`src/rtl/tod_alarm_pkg.sv`:
```
package tod_alarm_pkg;
  localparam int ADDR_W     = 4;
  localparam int NUM_UNITS  = 3;
  localparam int MINSEC_MAX = 59;
  localparam int HOUR_MAX   = 23;
  localparam int CTRL_RUN_BIT = 0;
  localparam int CTRL_CLR_BIT = 1;

  typedef enum logic [ADDR_W-1:0] {
    REG_CTRL    = 4'd0,
    REG_DIV     = 4'd1,
    REG_LD_SEC  = 4'd2,
    REG_LD_MIN  = 4'd3,
    REG_LD_HR   = 4'd4,
    REG_ALM_SEC = 4'd5,
    REG_ALM_MIN = 4'd6,
    REG_ALM_HR  = 4'd7,
    REG_STATUS  = 4'd8,
    REG_INT_CLR = 4'd9
  } reg_addr_e;
endpackage

```
`src/rtl/tod_prescaler.sv`:
```
module tod_prescaler #(
  parameter int DIV_W = 20
) (
  input  logic             clk,
  input  logic             rst,
  input  logic             clr,
  input  logic             run,
  input  logic [DIV_W-1:0] div,
  output logic             strobe
);
  logic [DIV_W-1:0] pcnt_q;
  logic [DIV_W-1:0] last;

  // divisor 0 is treated as 1; >= keeps a shrunk divisor from stalling
  assign last   = (div == '0) ? '0 : div - DIV_W'(1);
  assign strobe = run && (pcnt_q >= last);

  always_ff @(posedge clk) begin
    if (rst || clr)   pcnt_q <= '0;
    else if (strobe)  pcnt_q <= '0;
    else if (run)     pcnt_q <= pcnt_q + DIV_W'(1);
  end
endmodule

```
`src/rtl/tod_unit.sv`:
```
module tod_unit #(
  parameter int W   = 6,
  parameter int MAX = 59
) (
  input  logic         clk,
  input  logic         rst,
  input  logic         clr,
  input  logic         adv_i,
  input  logic         ld_i,
  input  logic [W-1:0] ld_val_i,
  input  logic [W-1:0] alm_val_i,
  input  logic         alm_mode_i,
  output logic [W-1:0] cnt_o,
  output logic         carry_o,
  output logic         hit_o
);
  localparam logic [W-1:0] TOP = W'(MAX);

  logic         adv;
  logic         at_top;
  logic [W-1:0] nxt;

  // a load or a counter clear in the same cycle wins over the advance
  assign adv     = adv_i && !ld_i && !clr;
  assign at_top  = (cnt_o == TOP);
  assign nxt     = at_top ? '0 : cnt_o + W'(1);
  assign carry_o = adv && at_top;
  assign hit_o   = adv && (alm_mode_i || (nxt == alm_val_i));

  always_ff @(posedge clk) begin
    if (rst || clr)  cnt_o <= '0;
    else if (ld_i)   cnt_o <= (ld_val_i > TOP) ? '0 : ld_val_i;
    else if (adv)    cnt_o <= nxt;
  end
endmodule

```
`src/rtl/tod_flags.sv`:
```
module tod_flags #(
  parameter int N = 3
) (
  input  logic         clk,
  input  logic         rst,
  input  logic [N-1:0] set_i,
  input  logic [N-1:0] clr_i,
  input  logic [N-1:0] en_i,
  output logic [N-1:0] flags_o,
  output logic         irq_o
);
  logic [N-1:0] nxt;

  // set has priority over a simultaneous clear
  assign nxt = (flags_o & ~clr_i) | set_i;

  always_ff @(posedge clk) begin
    if (rst) begin
      flags_o <= '0;
      irq_o   <= 1'b0;
    end else begin
      flags_o <= nxt;
      irq_o   <= |(nxt & en_i);
    end
  end
endmodule

```
`src/rtl/tod_alarm_core.sv`:
```
module tod_alarm_core
  import tod_alarm_pkg::*;
#(
  parameter int DIV_W     = 20,
  parameter int UNIT_W    = 6,
  parameter int DIV_RESET = 32768,
  localparam int DATA_W   = (DIV_W > UNIT_W + 2) ? DIV_W : UNIT_W + 2
) (
  input  logic              clk,
  input  logic              rst,
  input  logic              wr_en,
  input  logic [ADDR_W-1:0] wr_addr,
  input  logic [DATA_W-1:0] wr_data,
  input  logic [ADDR_W-1:0] rd_addr,
  output logic [DATA_W-1:0] rd_data,
  output logic [UNIT_W-1:0] tod_sec,
  output logic [UNIT_W-1:0] tod_min,
  output logic [UNIT_W-1:0] tod_hr,
  output logic              irq
);
  localparam int ALM_W    = UNIT_W + 2;
  localparam int MODE_BIT = UNIT_W;
  localparam int EN_BIT   = UNIT_W + 1;

  logic                 run_q;
  logic [DIV_W-1:0]     div_q;
  logic [ALM_W-1:0]     alm_q [NUM_UNITS];
  logic [UNIT_W-1:0]    cnt   [NUM_UNITS];
  logic [NUM_UNITS-1:0] adv, carry, hit, ld, alm_en, int_clr, status_q;
  logic                 ctrl_wr, cnt_clr, strobe;

  assign ctrl_wr = wr_en && (wr_addr == REG_CTRL);
  assign cnt_clr = ctrl_wr && wr_data[CTRL_CLR_BIT];
  assign int_clr = (wr_en && (wr_addr == REG_INT_CLR)) ? wr_data[NUM_UNITS-1:0] : '0;

  always_ff @(posedge clk) begin
    if (rst) begin
      run_q <= 1'b0;
      div_q <= DIV_W'(DIV_RESET);
      for (int i = 0; i < NUM_UNITS; i++) alm_q[i] <= '0;
    end else begin
      if (ctrl_wr) run_q <= wr_data[CTRL_RUN_BIT];
      if (wr_en && (wr_addr == REG_DIV)) div_q <= wr_data[DIV_W-1:0];
      for (int i = 0; i < NUM_UNITS; i++)
        if (wr_en && (wr_addr == ADDR_W'(int'(REG_ALM_SEC) + i)))
          alm_q[i] <= wr_data[ALM_W-1:0];
    end
  end

  tod_prescaler #(.DIV_W(DIV_W)) u_presc (
    .clk(clk), .rst(rst), .clr(cnt_clr), .run(run_q), .div(div_q), .strobe(strobe)
  );

  for (genvar i = 0; i < NUM_UNITS; i++) begin : g_unit
    localparam int UMAX = (i == NUM_UNITS - 1) ? HOUR_MAX : MINSEC_MAX;
    localparam logic [ADDR_W-1:0] LD_A = ADDR_W'(int'(REG_LD_SEC) + i);

    if (i == 0) begin : g_first
      assign adv[i] = strobe;
    end else begin : g_chain
      assign adv[i] = carry[i-1];
    end

    assign ld[i]     = wr_en && (wr_addr == LD_A);
    assign alm_en[i] = alm_q[i][EN_BIT];

    tod_unit #(.W(UNIT_W), .MAX(UMAX)) u_unit (
      .clk(clk), .rst(rst), .clr(cnt_clr),
      .adv_i(adv[i]), .ld_i(ld[i]), .ld_val_i(wr_data[UNIT_W-1:0]),
      .alm_val_i(alm_q[i][UNIT_W-1:0]), .alm_mode_i(alm_q[i][MODE_BIT]),
      .cnt_o(cnt[i]), .carry_o(carry[i]), .hit_o(hit[i])
    );
  end

  tod_flags #(.N(NUM_UNITS)) u_flags (
    .clk(clk), .rst(rst), .set_i(hit), .clr_i(int_clr), .en_i(alm_en),
    .flags_o(status_q), .irq_o(irq)
  );

  assign tod_sec = cnt[0];
  assign tod_min = cnt[1];
  assign tod_hr  = cnt[2];

  always_ff @(posedge clk) begin
    if (rst) rd_data <= '0;
    else begin
      case (rd_addr)
        REG_CTRL:    rd_data <= DATA_W'(run_q);
        REG_DIV:     rd_data <= DATA_W'(div_q);
        REG_LD_SEC:  rd_data <= DATA_W'(cnt[0]);
        REG_LD_MIN:  rd_data <= DATA_W'(cnt[1]);
        REG_LD_HR:   rd_data <= DATA_W'(cnt[2]);
        REG_ALM_SEC: rd_data <= DATA_W'(alm_q[0]);
        REG_ALM_MIN: rd_data <= DATA_W'(alm_q[1]);
        REG_ALM_HR:  rd_data <= DATA_W'(alm_q[2]);
        REG_STATUS:  rd_data <= DATA_W'(status_q);
        default:     rd_data <= '0;
      endcase
    end
  end
endmodule

```
`config.mk`:
```
export PLATFORM = sky130hd
export DESIGN_NAME = tod_alarm_core
export DESIGN_NICKNAME = d
export VERILOG_FILES = /design/src/rtl/tod_alarm_pkg.sv /design/src/rtl/tod_prescaler.sv /design/src/rtl/tod_unit.sv /design/src/rtl/tod_flags.sv /design/src/rtl/tod_alarm_core.sv
export SDC_FILE = /design/constraint.sdc
export NUM_CORES = 1
export LEC_CHECK = 0
export BUFFER_PORTS_ARGS = -buffer_cell sky130_fd_sc_hd__buf_2
export CAP_MARGIN = 20
export CORE_MARGIN = 4
export CORE_UTILIZATION = 45
export CTS_CLUSTER_SIZE = 10
export DETAILED_ROUTE_END_ITERATION = 10
export PLACE_DENSITY_LB_ADDON = 0.25
export SYNTH_ARGS = -nofsm -noshare
export SYNTH_HDL_FRONTEND = slang
export SYNTH_SLANG_ARGS = --single-unit
```
`constraint.sdc`:
```
create_clock -name clk -period 4.9 [get_ports clk]
set_input_delay 0.245 -clock clk [delete_from_list [all_inputs] [get_ports clk]]
set_output_delay 0.245 -clock clk [all_outputs]
set_load 0.005 [all_outputs]
```
== Word level (Yosys, flattened, before mapping) ==
Memory sizes are Yosys's and may differ from the RTL's.
Cells that the tools add are included.

* Eq/ne operators: 22
* Bitwise logic cells: 7
* $add $sub $neg: 5
* Muxes and demuxes: 28
* Reductions and logical operators: 38
* Order comparisons: 3

{| class="wikitable"
|+ Operators with widths
! cell !! number
|-
| $pmux W20 S9 || 1
|-
| $mux W6 || 11
|-
| $eq A4 B3 Y1 const B || 8
|-
| $mux W8 || 3
|-
| $logic_and A1 B1 Y1 || 22
|-
| $add A20 B1 Y20 const B || 1
|-
| $ge A20 B20 Y1 || 1
|-
| $logic_not A20 Y1 || 1
|-
| $mux W20 || 1
|-
| $sub A20 B1 Y20 const B || 1
|-
| $add A6 B1 Y6 const B || 3
|-
| $eq A6 B6 Y1 || 3
|-
| $eq A4 B2 Y1 const B || 4
|-
| $eq A6 B6 Y1 const B || 2
|-
| $mux W1 || 11
|-
| $eq A4 B1 Y1 const B || 2
|-
| $eq A4 B4 Y1 const B || 2
|-
| $logic_not A4 Y1 || 2
|-
| $and A3 B3 Y3 || 2
|-
| $eq A6 B5 Y1 const B || 1
|-
| $gt A6 B5 Y1 const B || 1
|-
| $gt A6 B6 Y1 const B || 1
|-
| $reduce_bool A2 Y1 || 3
|-
| $logic_not A1 Y1 || 4
|-
| 7 further kinds || 12
|}

* Bits in registers: 83
* Memories: 1
* Memory bits (writable): 24
* Output and inout bits: 39

{| class="wikitable"
|+ Memories
! name !! words !! bits a word !! rd ports !! clocked after Yosys merged registers in !! write ports !! RTL line !! RTL
|-
| alm_q || 3 || 8 || 3 || 0 || 3 || tod_alarm_core.sv:27 || <nowiki>logic [ALM_W-1:0] alm_q [NUM_UNITS];</nowiki>
|}

== Longest topological paths before layout ==
Gate-level depths: netlist of run 1.

* Depth in word-level cells: 16
* Gate-level depth with buffers: 17
* Depth with buffers taken out: 15

== Modules after synthesis ==
Synthesis of run 1 repeated with hierarchy kept, for this count alone.

* Cell total of the unflattened synthesis: 758
* Area, all modules: 6573.8 um2

{| class="wikitable"
|+ By module, submodules not included
! module !! area an instance (um2) !! cells each !! times used
|-
| tod_alarm_core || 2783.9 || 248 || 1
|-
| tod_prescaler || 1800.5 || 238 || 1
|-
| tod_unit at g_unit[0].u_unit ... || 644.4 || 94 || 2
|-
| tod_unit at g_unit[2].u_unit || 555.5 || 71 || 1
|-
| tod_flags || 145.1 || 13 || 1
|}

== Worst setup path after synthesis of run 1 ==
No wires, ideal clock.

* Path kind: reg2reg
* Start: register div_q[6]
* End: register u_flags.irq_o
* Buffers on the path: 1
* Stages on the path, launching flop included: 15
* Library setup time: 0.124 ns
* Setup slack: 0.812 ns
* Data required time: 4.776 ns
* Arrival: 3.963 ns
* Path through: dfxtp_1 -> or4_4 -> or4_4 -> nor3_1 -> nand3_1 -> clkbuf_1 -> nand2_1 -> ha_1 -> a21o_1 -> a221o_1 -> a221oi_1 -> o211ai_1 -> nand2_1 -> a221oi_1 -> a2111o_1

* Longest elaborated chain between the ends: 16

{| class="wikitable"
|+ RTL lines
! item !! RTL line !! RTL
|-
| start, declared || tod_alarm_core.sv:26 || <nowiki>logic [DIV_W-1:0] div_q;</nowiki>
|-
| start signal, assigned || tod_alarm_core.sv:39 || <nowiki>div_q <= DIV_W'(DIV_RESET);</nowiki>
|-
| start signal, assigned || tod_alarm_core.sv:43 || <nowiki>if (wr_en && (wr_addr == REG_DIV)) div_q <= wr_data[DIV_W-1:0];</nowiki>
|-
| $sub A20 B1 Y20 or $logic_not A20 Y1 (tied branches) || tod_prescaler.sv:15 || <nowiki>assign last = (div == '0) ? '0 : div - DIV_W'(1);</nowiki>
|-
| $mux W20 * || tod_prescaler.sv:15 ||
|-
| $ge A20 B20 Y1 * || tod_prescaler.sv:16 || <nowiki>assign strobe = run && (pcnt_q >= last);</nowiki>
|-
| $logic_and A1 B1 Y1 * || tod_prescaler.sv:16 ||
|-
| $logic_and A1 B1 Y1 * (2 in a row) || tod_unit.sv:24 || <nowiki>assign adv = adv_i && !ld_i && !clr;</nowiki>
|-
| $logic_and A1 B1 Y1 || tod_unit.sv:27 || <nowiki>assign carry_o = adv && at_top;</nowiki>
|-
| $logic_and A1 B1 Y1 (2 in a row) || tod_unit.sv:24 ||
|-
| $logic_and A1 B1 Y1 || tod_unit.sv:27 ||
|-
| $logic_and A1 B1 Y1 (2 in a row) || tod_unit.sv:24 ||
|-
| $logic_and A1 B1 Y1 || tod_unit.sv:28 || <nowiki>assign hit_o = adv && (alm_mode_i || (nxt == alm_val_i));</nowiki>
|-
| $or A3 B3 Y3 * || tod_flags.sv:15 || <nowiki>assign nxt = (flags_o & ~clr_i) | set_i;</nowiki>
|-
| $and A3 B3 Y3 * || tod_flags.sv:23 || <nowiki>irq_o <= |(nxt & en_i);</nowiki>
|-
| $reduce_or A3 Y1 * || tod_flags.sv:23 ||
|-
| end signal, assigned || tod_flags.sv:23 ||
|-
| end, declared || tod_flags.sv:10 || <nowiki>output logic irq_o</nowiki>
|}

Mark *: on every way between the ends. The rest lies on a longest branch, timed or not.
A chain may end at the register's enable or synchronous reset.

== Final worst setup path of run 1 ==
Ends and elaborated chain as after synthesis.

==> results of run 1 <==
==> worst max-delay path: cells and delay by family (launching register included) <==
kind / cells / cell delay, ps
AND/OR/NAND/NOR: 6 / 1950
AO/OA/AOI/OAI: 6 / 1690
flip-flops: 1 / 370
adder cells (fa/ha/maj): 1 / 250
buffers and inverters: 1 / 190
==> how the worst max path moves through the flow <==
stage | startpoint | end | slack (ps) | depth (start not counted)
after floorplan | div_q[6] | u_flags.irq_o | 810 | 14
after global placement | div_q[6] | g_unit[0].u_unit.cnt_o[3] | 320 | 16
after detailed placement | div_q[6] | g_unit[0].u_unit.cnt_o[3] | 210 | 16
after CTS | div_q[6] | g_unit[0].u_unit.cnt_o[3] | 180 | 16
after global routing | div_q[6] | u_flags.irq_o | 30 | 14
final | div_q[6] | u_flags.irq_o | 350 | 14
==> logic make-up after synthesis <==
kind of cell	after synthesis	share of synthesized area
flops	107	0.394
xor+xnor	50	0.0723
mux	20	0.0364
compound gates	158	0.163
fa+ha+maj	25	0.0517
simple gates	311	0.255
buf+inv	45	0.0281
==> sequential cells by signal, indices dropped and copies added, names as in the netlist <==
| signal | cells |
|---|---|
| run_q | 1 |
| u_flags.irq_o | 1 |
| u_flags.flags_o | 3 |
| rd_data | 20 |
| g_unit.u_unit.cnt_o | 18 |
| u_presc.pcnt_q | 20 |
| alm_q | 24 |
| div_q | 20 |
==> cells in the final DEF (no fill, tap or decap), types with 13 or more instances in the layout <==
cell type / count
edfxtp_1: 24
mux2i_1: 13
dfxtp_1: 83
nand3_1: 31
nor3_1: 19
o21ai_0: 27
nand2_1: 108
xnor2_1: 19
nor2b_1: 14
nand4_1: 13
ha_1: 25
and2_1: 24
buf_2: 69
xor2_1: 31
nor2_1: 54
a21oi_1: 62
==> synth_stat cells, drive strengths merged, types with 2 or more instances <==
master    n
edfxtp   24
xor2     31
a22oi     4
nor4      5
a221oi    7
or3       6
o22ai     3
and4b     3
nand3b    4
nor3     21
o211ai    3
a211oi   10
and3      9
o21a      2
xnor2    19
clkbuf   33
nor2b    14
and2     25
o21ai    27
nand4    13
a32oi     3
a21oi    62
a31oi     9
nor2     54
a311oi    6
ha       25
mux2i    13
o21bai    2
or4       3
nand2   109
o31ai     8
buf       2
dfxtp    83
nand2b    4
inv      10
nand3    32
nor3b     4
mux2      6
nor4b     2
==> metal layers <==
layer	wire length (µm)	share of wire	up-vias
met3	1160	0.066	38
li1	-	-	2683
met4	518	0.030	0
met2	7950	0.45	206
met1	7920	0.45	2613
met5	0	0	-
==> layout make-up <==
type | instances | area (µm²)
clock inverter | 7 | 81.3
inverter | 10 | 37.5
sequential | 107 | 2380
timing repair buffer | 77 | 405
clock buffer | 9 | 225
multi-input combinational | 564 | 3510
fill | 1225 | 6330
tap | 176 | 220
==> through the flow <==
step,instances,hold slack [ps]
global placement,933,456
floorplan,716,368
CTS,949,84.7
global route,950,87.1
detailed placement,933,477
finish,950,103
==> power breakdown <==
group | switching, mW | internal [mW]
logic | 0.108 | 0.0683
registers | 0.0275 | 0.921
clock network | 0.377 | 0.363
total | 0.513 | 1.35
==> timing repair <==
| item | 4_1_cts | 5_1_grt |
|---|---|---|
| setup buffers | 0 | 1 |
| gates resized for setup | 0 | 1 |
| hold endpoints to repair | 0 | 0 |
| setup endpoints to repair | 0 | 5 |
==> flow_metrics.env, run 1 <==
export IMPL_synth_async_reset_ratio=0
export IMPL_finClkSkew_ps=15.7
export IMPL_tritoncts="done"
export IMPL_worst_slew_pin_slew_ps=996
export IMPL_powerDensity_mw_per_mm2=272
export IMPL_worstPathArrival_ps=4820
export IMPL_yosysTopAreaCell="dfxtp_1"
export IMPL_yosys_top_cells_area="dfxtp_1 27%, edfxtp_1 12%, nand2_1 6.7%"
export IMPL_path_class="flop to flop"
export IMPL_hold_viol=0
export IMPL_grt_first_pass_wirelength_mm=27.6
export IMPL_final_setup_worst_slack_ps=354
export IMPL_finalSetupViolations=0
export IMPL_postPlaceCellArea_mm2=0.00654
export IMPL_drive_gt1_frac=0.140
export IMPL_status="complete, no violations"
export IMPL_drv_cap=0
export IMPL_numCtsBuffers=9
export IMPL_end_kind="flop"
export IMPL_cts_buffer_depth=2
export IMPL_die_h_um=124
export IMPL_cts_sinks=107
export IMPL_cts_clk_slew_worst_paths_ps=90
export IMPL_nets=825
export IMPL_fmax_ghz=0.220
export IMPL_met3_usage=0.0531
export IMPL_ff2ff_path_depth=14
export IMPL_synth_seq_cells=107
export IMPL_routed_wirelength_mm=17.5
export IMPL_antenna_found_initial=0
export IMPL_cpPeakStageDelay_ps=580
export IMPL_syn_instance_count=716
export IMPL_yosysSeqAreaShare=0.394
export IMPL_syn_cell_area_mm2=0.00605
export IMPL_grt_usage=0.234
export IMPL_start_util=0.459
export IMPL_insertion_delay_ps=370
export IMPL_syn_nets=772
export IMPL_peakVddDrop_mv=0.252
export IMPL_period_needed_ps=4550
export IMPL_hold_start="wr_data[13]"
export IMPL_use_met2=0.362
export IMPL_portBuffers=69
export IMPL_cp_start_kind="flop"
export IMPL_dpl_hpwl_mm=13.2
export IMPL_finalSetupTns_ps=0
export IMPL_grt_max_degree=31
export IMPL_dr_pass1_iters=5
export IMPL_hold_path_depth=3
export IMPL_finalPower_mw=1.87
export IMPL_syn_to_final_growth_pct=13.3
export IMPL_worstPathRequired_ps=5170
export IMPL_core_mm2=0.0132
export IMPL_ios=70
export IMPL_cp_max_fo=10
export IMPL_cellLeakagePower_nw=2.75
export IMPL_cts_hold_buffers=0
export IMPL_yosysTopAreaCellShare=0.274
export IMPL_post_route_period_util=0.928
export IMPL_grt_pass1_vias=5268
export IMPL_overflow=0
export IMPL_postRouteAntennaNets=0
export IMPL_cp_cell_sequence="or4_4 -> or4_4 -> nor3_1 -> nand3_1 -> nand2_1 -> ha_1 -> a21o_1 -> a221o_1 -> a221oi_1 -> o211ai_1 -> buf_4 -> nand2_1 -> a221oi_1 -> a2111o_1"
export IMPL_drv_slew=0
export IMPL_clock_root_buffer="clkbuf_16"
export IMPL_vias=5540
export IMPL_die_x_um=124
export IMPL_ys_warn_count=0
export IMPL_holdCritPathClass="input port to flop"
export IMPL_drc=0
export IMPL_postLayoutCellArea_mm2=0.00686
export IMPL_synth_distinct_cells=62
export IMPL_grt_busiest_layer="met2"
export IMPL_r2r_start="div_q[6]"
export IMPL_min_to="div_q[13]"
export IMPL_wl_per_cell_um=18.5
export IMPL_grt_met1_usage=0.320
export IMPL_post_route_util=0.520
export IMPL_rows=42
export IMPL_dp_slack_ps=208
export IMPL_r2r_setup_slack_ps=350
export IMPL_crit_slowest_cell="or4_4"
export IMPL_synth_edff_count=24
export IMPL_drtIter0Drc=522
export IMPL_postSynthAreaPerCell_um2=8.45
export IMPL_rsz0062_at_grt="no"
export IMPL_synth_ff_type="dfxtp_1"
export IMPL_gp_congestion=0.968
export IMPL_cts_htree_levels=3
export IMPL_vias_per_cell=5.83
export IMPL_insertedDiodeCount=0
export IMPL_dieArea_mm2=0.0154
export IMPL_rr_endpoint="u_flags.irq_o"
export IMPL_relSlewSlack=0.327
Power figures use the tool's default switching activity.
==> run 2, diff against run 1 <==
--- a/config.mk
+++ b/config.mk
@@ -9,6 +9,7 @@
 export CAP_MARGIN = 20
 export CORE_MARGIN = 4
 export CORE_UTILIZATION = 45
+export CTS_BUF_LIST = sky130_fd_sc_hd__clkbuf_8
 export CTS_CLUSTER_SIZE = 10
 export DETAILED_ROUTE_END_ITERATION = 10
 export PLACE_DENSITY_LB_ADDON = 0.25
==> flow_metrics.env, run 2 (synthesis gave the netlist of run 1 again) <==
export IMPL_regMostFlops="alm_q"
export IMPL_cts_buffer_depth=2
export IMPL_grt_max_degree=31
export IMPL_seqPwrFrac=0.566
export IMPL_met3_usage=0.0445
export IMPL_grt_pass1_vias=5270
export IMPL_rows=42
export IMPL_peakVddDrop_mv=0.214
export IMPL_holdCritPathClass="input port to flop"
export IMPL_portBuffers=69
export IMPL_hold_viol=0
export IMPL_drive_gt1_frac=0.138
export IMPL_vias=5553
export IMPL_tritoncts="done"
export IMPL_worstPathRequired_ps=5220
export IMPL_cp_max_fo=6
export IMPL_cts_htree_levels=3
export IMPL_p_int_mw=1.19
export IMPL_antenna_found_initial=0
export IMPL_die_x_um=124
export IMPL_drtIter0Drc=538
export IMPL_post_route_period_util=0.930
export IMPL_power_switching_mw=0.485
export IMPL_path_class="flop to flop"
export IMPL_end_kind="flop"
export IMPL_postPlaceCellArea_mm2=0.00654
export IMPL_powerDensity_mw_per_mm2=248
export IMPL_dpl_hpwl_mm=13.2
export IMPL_grt_usage=0.233
export IMPL_worstPathArrival_ps=4880
export IMPL_vias_per_cell=5.85
export IMPL_fmax_ghz=0.220
export IMPL_p_sw_frac=0.289
export IMPL_cellLeakagePower_nw=2.70
export IMPL_grt_first_pass_wirelength_mm=27.6
export IMPL_period_needed_ps=4550
export IMPL_use_met2=0.358
export IMPL_clock_power_share=0.329
export IMPL_clock_root_buffer="clkbuf_8"
export IMPL_finClkSkew_ps=23.9
export IMPL_final_common_cell="nand2_1"
export IMPL_worst_slew_pin_slew_ps=1020
export IMPL_die_h_um=124
export IMPL_largest_reg_flops=24
export IMPL_finalSetupViolations=0
export IMPL_combPwrFrac=0.105
export IMPL_postLayoutCellArea_mm2=0.00675
export IMPL_drv_cap=0
export IMPL_drv_slew=0
export IMPL_numCtsBuffers=9
export IMPL_wl_per_cell_um=18.3
export IMPL_final_cell_mix="108 x nand2_1, 83 x dfxtp_1, 69 x buf_2"
export IMPL_status="complete, no violations"
export IMPL_relSlewSlack=0.311
export IMPL_multi_input_area_mm2=0.00350
export IMPL_ios=70
export IMPL_cts_sinks=107
export IMPL_nets=825
export IMPL_dr_pass1_iters=5
export IMPL_num_fill_cells=1242
export IMPL_rsz0062_at_grt="no"
export IMPL_syn_to_final_growth_pct=11.5
export IMPL_routed_wirelength_mm=17.4
export IMPL_post_route_util=0.512
export IMPL_insertedDiodeCount=0
export IMPL_cp_start_kind="flop"
export IMPL_gp_congestion=0.968
export IMPL_fin_hold_ws_ps=60.9
export IMPL_grt_met1_usage=0.320
export IMPL_drc=0
export IMPL_grt_busiest_layer="met2"
export IMPL_regArea_mm2=0.00238
export IMPL_core_mm2=0.0132
export IMPL_insertion_delay_ps=410
export IMPL_start_util=0.459
export IMPL_dieArea_mm2=0.0154
export IMPL_cts_clk_slew_worst_paths_ps=130
export IMPL_finalSetupTns_ps=0
export IMPL_overflow=0
export IMPL_postRouteAntennaNets=0
-- run 2: final cells by class --
| cell class | instances | share of cell area |
|---|---|---|
| multi-input combinational | 564 | 0.519 |
| clock inverter | 7 | 0.0120 |
| sequential | 107 | 0.353 |
| tap | 176 | 0.0326 |
| timing repair buffer | 77 | 0.0600 |
| inverter | 10 | 0.00556 |
| clock buffer | 9 | 0.0183 |
-- run 2: through the flow --
step | cells | total power [mW] | worst slack [ps]
finish | 950 | 1.68 | 345
global route | 950 | 1.75 | 13.9
CTS | 949 | 1.69 | 173
detailed placement | 933 | 1.14 | 208
global placement | 933 | 1.14 | 318
floorplan | 716 | 1.08 | 812
-- run 2: critical path: stages (launching register included) --
cell and delay [ps]:
dfxtp_1 390, or4_4 580, or4_4 470, nor3_4 240, nand2_2 100, or3_4 370, nor3_2 110, a21oi_1 60
ha_1 300, nand4_1 110, nor2_1 170, nand4_1 150, o211ai_1 200, buf_4 170, nand3_1 200, buf_4 250
or3_1 340, a311oi_1 260
-- run 2: repair_timing --
item                                    4_1_cts  5_1_grt
hold buffers                                  0        0
resized for setup                             0        0
endpoints found under the setup margin        0        5
buffers inserted                              0        1
-- run 2: final timing paths --
kind	slack, ps	startpoint	to	cells after the start
hold reg to reg	500	div_q[8]	div_q[8]	2
hold / removal	60	wr_data[15]	div_q[15]	3
setup / recovery	350	div_q[6]	g_unit[0].u_unit.cnt_o[3]	17
setup reg to reg	350	div_q[6]	g_unit[0].u_unit.cnt_o[3]	17
-- run 2: layer usage --
| metal | share of wire | wire length, µm |
|---|---|---|
| met2 | 0.45 | 7820 |
| met4 | 0.035 | 616 |
| met3 | 0.062 | 1080 |
| met1 | 0.45 | 7900 |
| met5 | 0 | 0 |
-- run 2: power by group through the flow --
stage                     registers, mW  logic, mW  clock network (mW)
after floorplan                   0.955      0.121                   0
after global placement            0.967      0.171                   0
after detailed placement          0.968      0.174                   0
after CTS                         0.948      0.175               0.570
after global routing              0.951      0.195               0.601
final                             0.949      0.176               0.552
==> run 3, diff against run 2 <==
--- a/config.mk
+++ b/config.mk
@@ -13,6 +13,7 @@
 export CTS_CLUSTER_SIZE = 10
 export DETAILED_ROUTE_END_ITERATION = 10
 export PLACE_DENSITY_LB_ADDON = 0.25
+export SLEW_MARGIN = 20
 export SYNTH_ARGS = -nofsm -noshare
 export SYNTH_HDL_FRONTEND = slang
 export SYNTH_SLANG_ARGS = --single-unit
==> constraint.sdc (replaced) <==
create_clock -name clk -period 5.4 [get_ports clk]
set_input_delay 0.27 -clock clk [delete_from_list [all_inputs] [get_ports clk]]
set_output_delay 0.27 -clock clk [all_outputs]
set_load 0.005 [all_outputs]
==> flow_metrics.env, run 3 (synthesis gave the netlist of run 1 again) <==
export IMPL_grt_usage=0.234
export IMPL_fmax_ghz=0.202
export IMPL_holdCritPathClass="input port to flop"
export IMPL_final_common_cell="nand2_1"
export IMPL_dpl_hpwl_mm=13.3
export IMPL_numCtsBuffers=9
export IMPL_worstPathRequired_ps=5710
export IMPL_cts_hold_buffers=0
export IMPL_worstPathArrival_ps=5250
export IMPL_die_h_um=124
export IMPL_r2r_setup_slack_ps=450
export IMPL_grt_first_pass_wirelength_mm=27.5
export IMPL_drive_gt1_frac=0.132
export IMPL_path_class="flop to flop"
export IMPL_portBuffers=69
export IMPL_fin_hold_ws_ps=90.7
export IMPL_post_cts_resized=0
export IMPL_regMostFlops="alm_q"
export IMPL_peakVddDrop_mv=0.216
export IMPL_drv_slew=0
export IMPL_finalPower_mw=1.56
export IMPL_rsz0062_at_grt="no"
export IMPL_place_inst=928
export IMPL_dieArea_mm2=0.0154
export IMPL_dp_slack_ps=533
export IMPL_gp_congestion=0.979
export IMPL_drv_cap=0
export IMPL_start_util=0.459
export IMPL_hold_path_depth=3
export IMPL_ios=70
export IMPL_dr_pass1_iters=5
export IMPL_die_x_um=124
export IMPL_hold_viol=0
export IMPL_ff2ff_path_depth=14
export IMPL_cp_max_fo=12
export IMPL_insertion_delay_ps=400
export IMPL_tritoncts="done"
export IMPL_hold_start="wr_data[15]"
export IMPL_post_route_period_util=0.916
export IMPL_powerDensity_mw_per_mm2=232
export IMPL_status="complete, no violations"
export IMPL_end_kind="flop"
export IMPL_cp_start_kind="flop"
export IMPL_cts_htree_levels=3
export IMPL_vias=5565
export IMPL_period_needed_ps=4950
export IMPL_multi_input_area_mm2=0.00350
export IMPL_final_setup_worst_slack_ps=454
export IMPL_vias_per_cell=5.90
export IMPL_insertedDiodeCount=0
export IMPL_postRouteAntennaNets=0
export IMPL_core_mm2=0.0132
export IMPL_drc=0
export IMPL_clock_root_buffer="clkbuf_8"
export IMPL_routed_wirelength_mm=17.5
export IMPL_worst_slew_pin_slew_ps=981
export IMPL_post_cts_setup_buffers=0
export IMPL_finalSetupTns_ps=0
export IMPL_wl_per_cell_um=18.6
export IMPL_cts_buffer_depth=2
export IMPL_finalSetupViolations=0
export IMPL_cts_sinks=107
export IMPL_regArea_mm2=0.00238
export IMPL_grt_max_degree=31
export IMPL_drtIter0Drc=538
export IMPL_largest_reg_flops=24
export IMPL_rows=42
export IMPL_final_cell_mix="108 x nand2_1, 83 x dfxtp_1, 69 x buf_2"
export IMPL_crit_path_start="div_q[6]"
export IMPL_finClkSkew_ps=16.0
export IMPL_antenna_found_initial=0
export IMPL_layout_cells_non_filler=944
export IMPL_cellLeakagePower_nw=2.68
export IMPL_syn_to_final_growth_pct=11.0
export IMPL_overflow=0
export IMPL_relSlewSlack=0.341
export IMPL_grt_pass1_vias=5225
export IMPL_nets=819
export IMPL_cts_clk_slew_worst_paths_ps=110
export IMPL_num_fill_cells=1274
export IMPL_r2r_start="div_q[6]"
==> run 3: area by class of cell <==
type,instances,area share
Clock inverter,6,0.0117
Sequential cell,107,0.355
Clock buffer,10,0.0205
Tap cell,176,0.0328
Inverter,10,0.00559
Timing Repair Buffer,71,0.0536
Multi-Input combinational cell,564,0.521
==> run 3: critical path, stage by stage, from the launching register on <==
cell and delay (ps):
dfxtp_1 390, or4_4 580, or4_4 480, nor3_1 370
nand2_1 130, nor4b_1 310, nor2_1 80, ha_1 320
nand4_1 100, nor2_1 170, nand4_1 130, o211ai_1 390
nand3_1 470, or4_1 640, a311oi_1 280
==> run 3: through the flow <==
| step | instance area, µm² | util |
|---|---|---|
| after detailed placement | 6500 | 0.493 |
| after CTS | 6720 | 0.509 |
| after global routing | 6720 | 0.509 |
| final | 6720 | 0.509 |
| after floorplan | 6050 | - |
| after global placement | 6500 | 0.493 |
==> run 3: final timing paths <==
check                               to
min reg2reg         u_flags.flags_o[2]
max reg2reg  g_unit[0].u_unit.cnt_o[5]
min                          div_q[15]
max          g_unit[0].u_unit.cnt_o[5]
==> run 3: per-layer routing <==
layer,vias up,wire [µm],GRT usage
met5,-,0,0
met1,2665,7830,0.319
met4,0,340,0.0780
met2,201,8220,0.367
met3,25,1120,0.0550
li1,2674,-,-
==> run 3: report_power, final <==
part	total (mW)	switching, mW	internal (mW)
Combinational	0.159	0.0986	0.0606
Clock	0.536	0.297	0.239
Sequential	0.860	0.0240	0.836
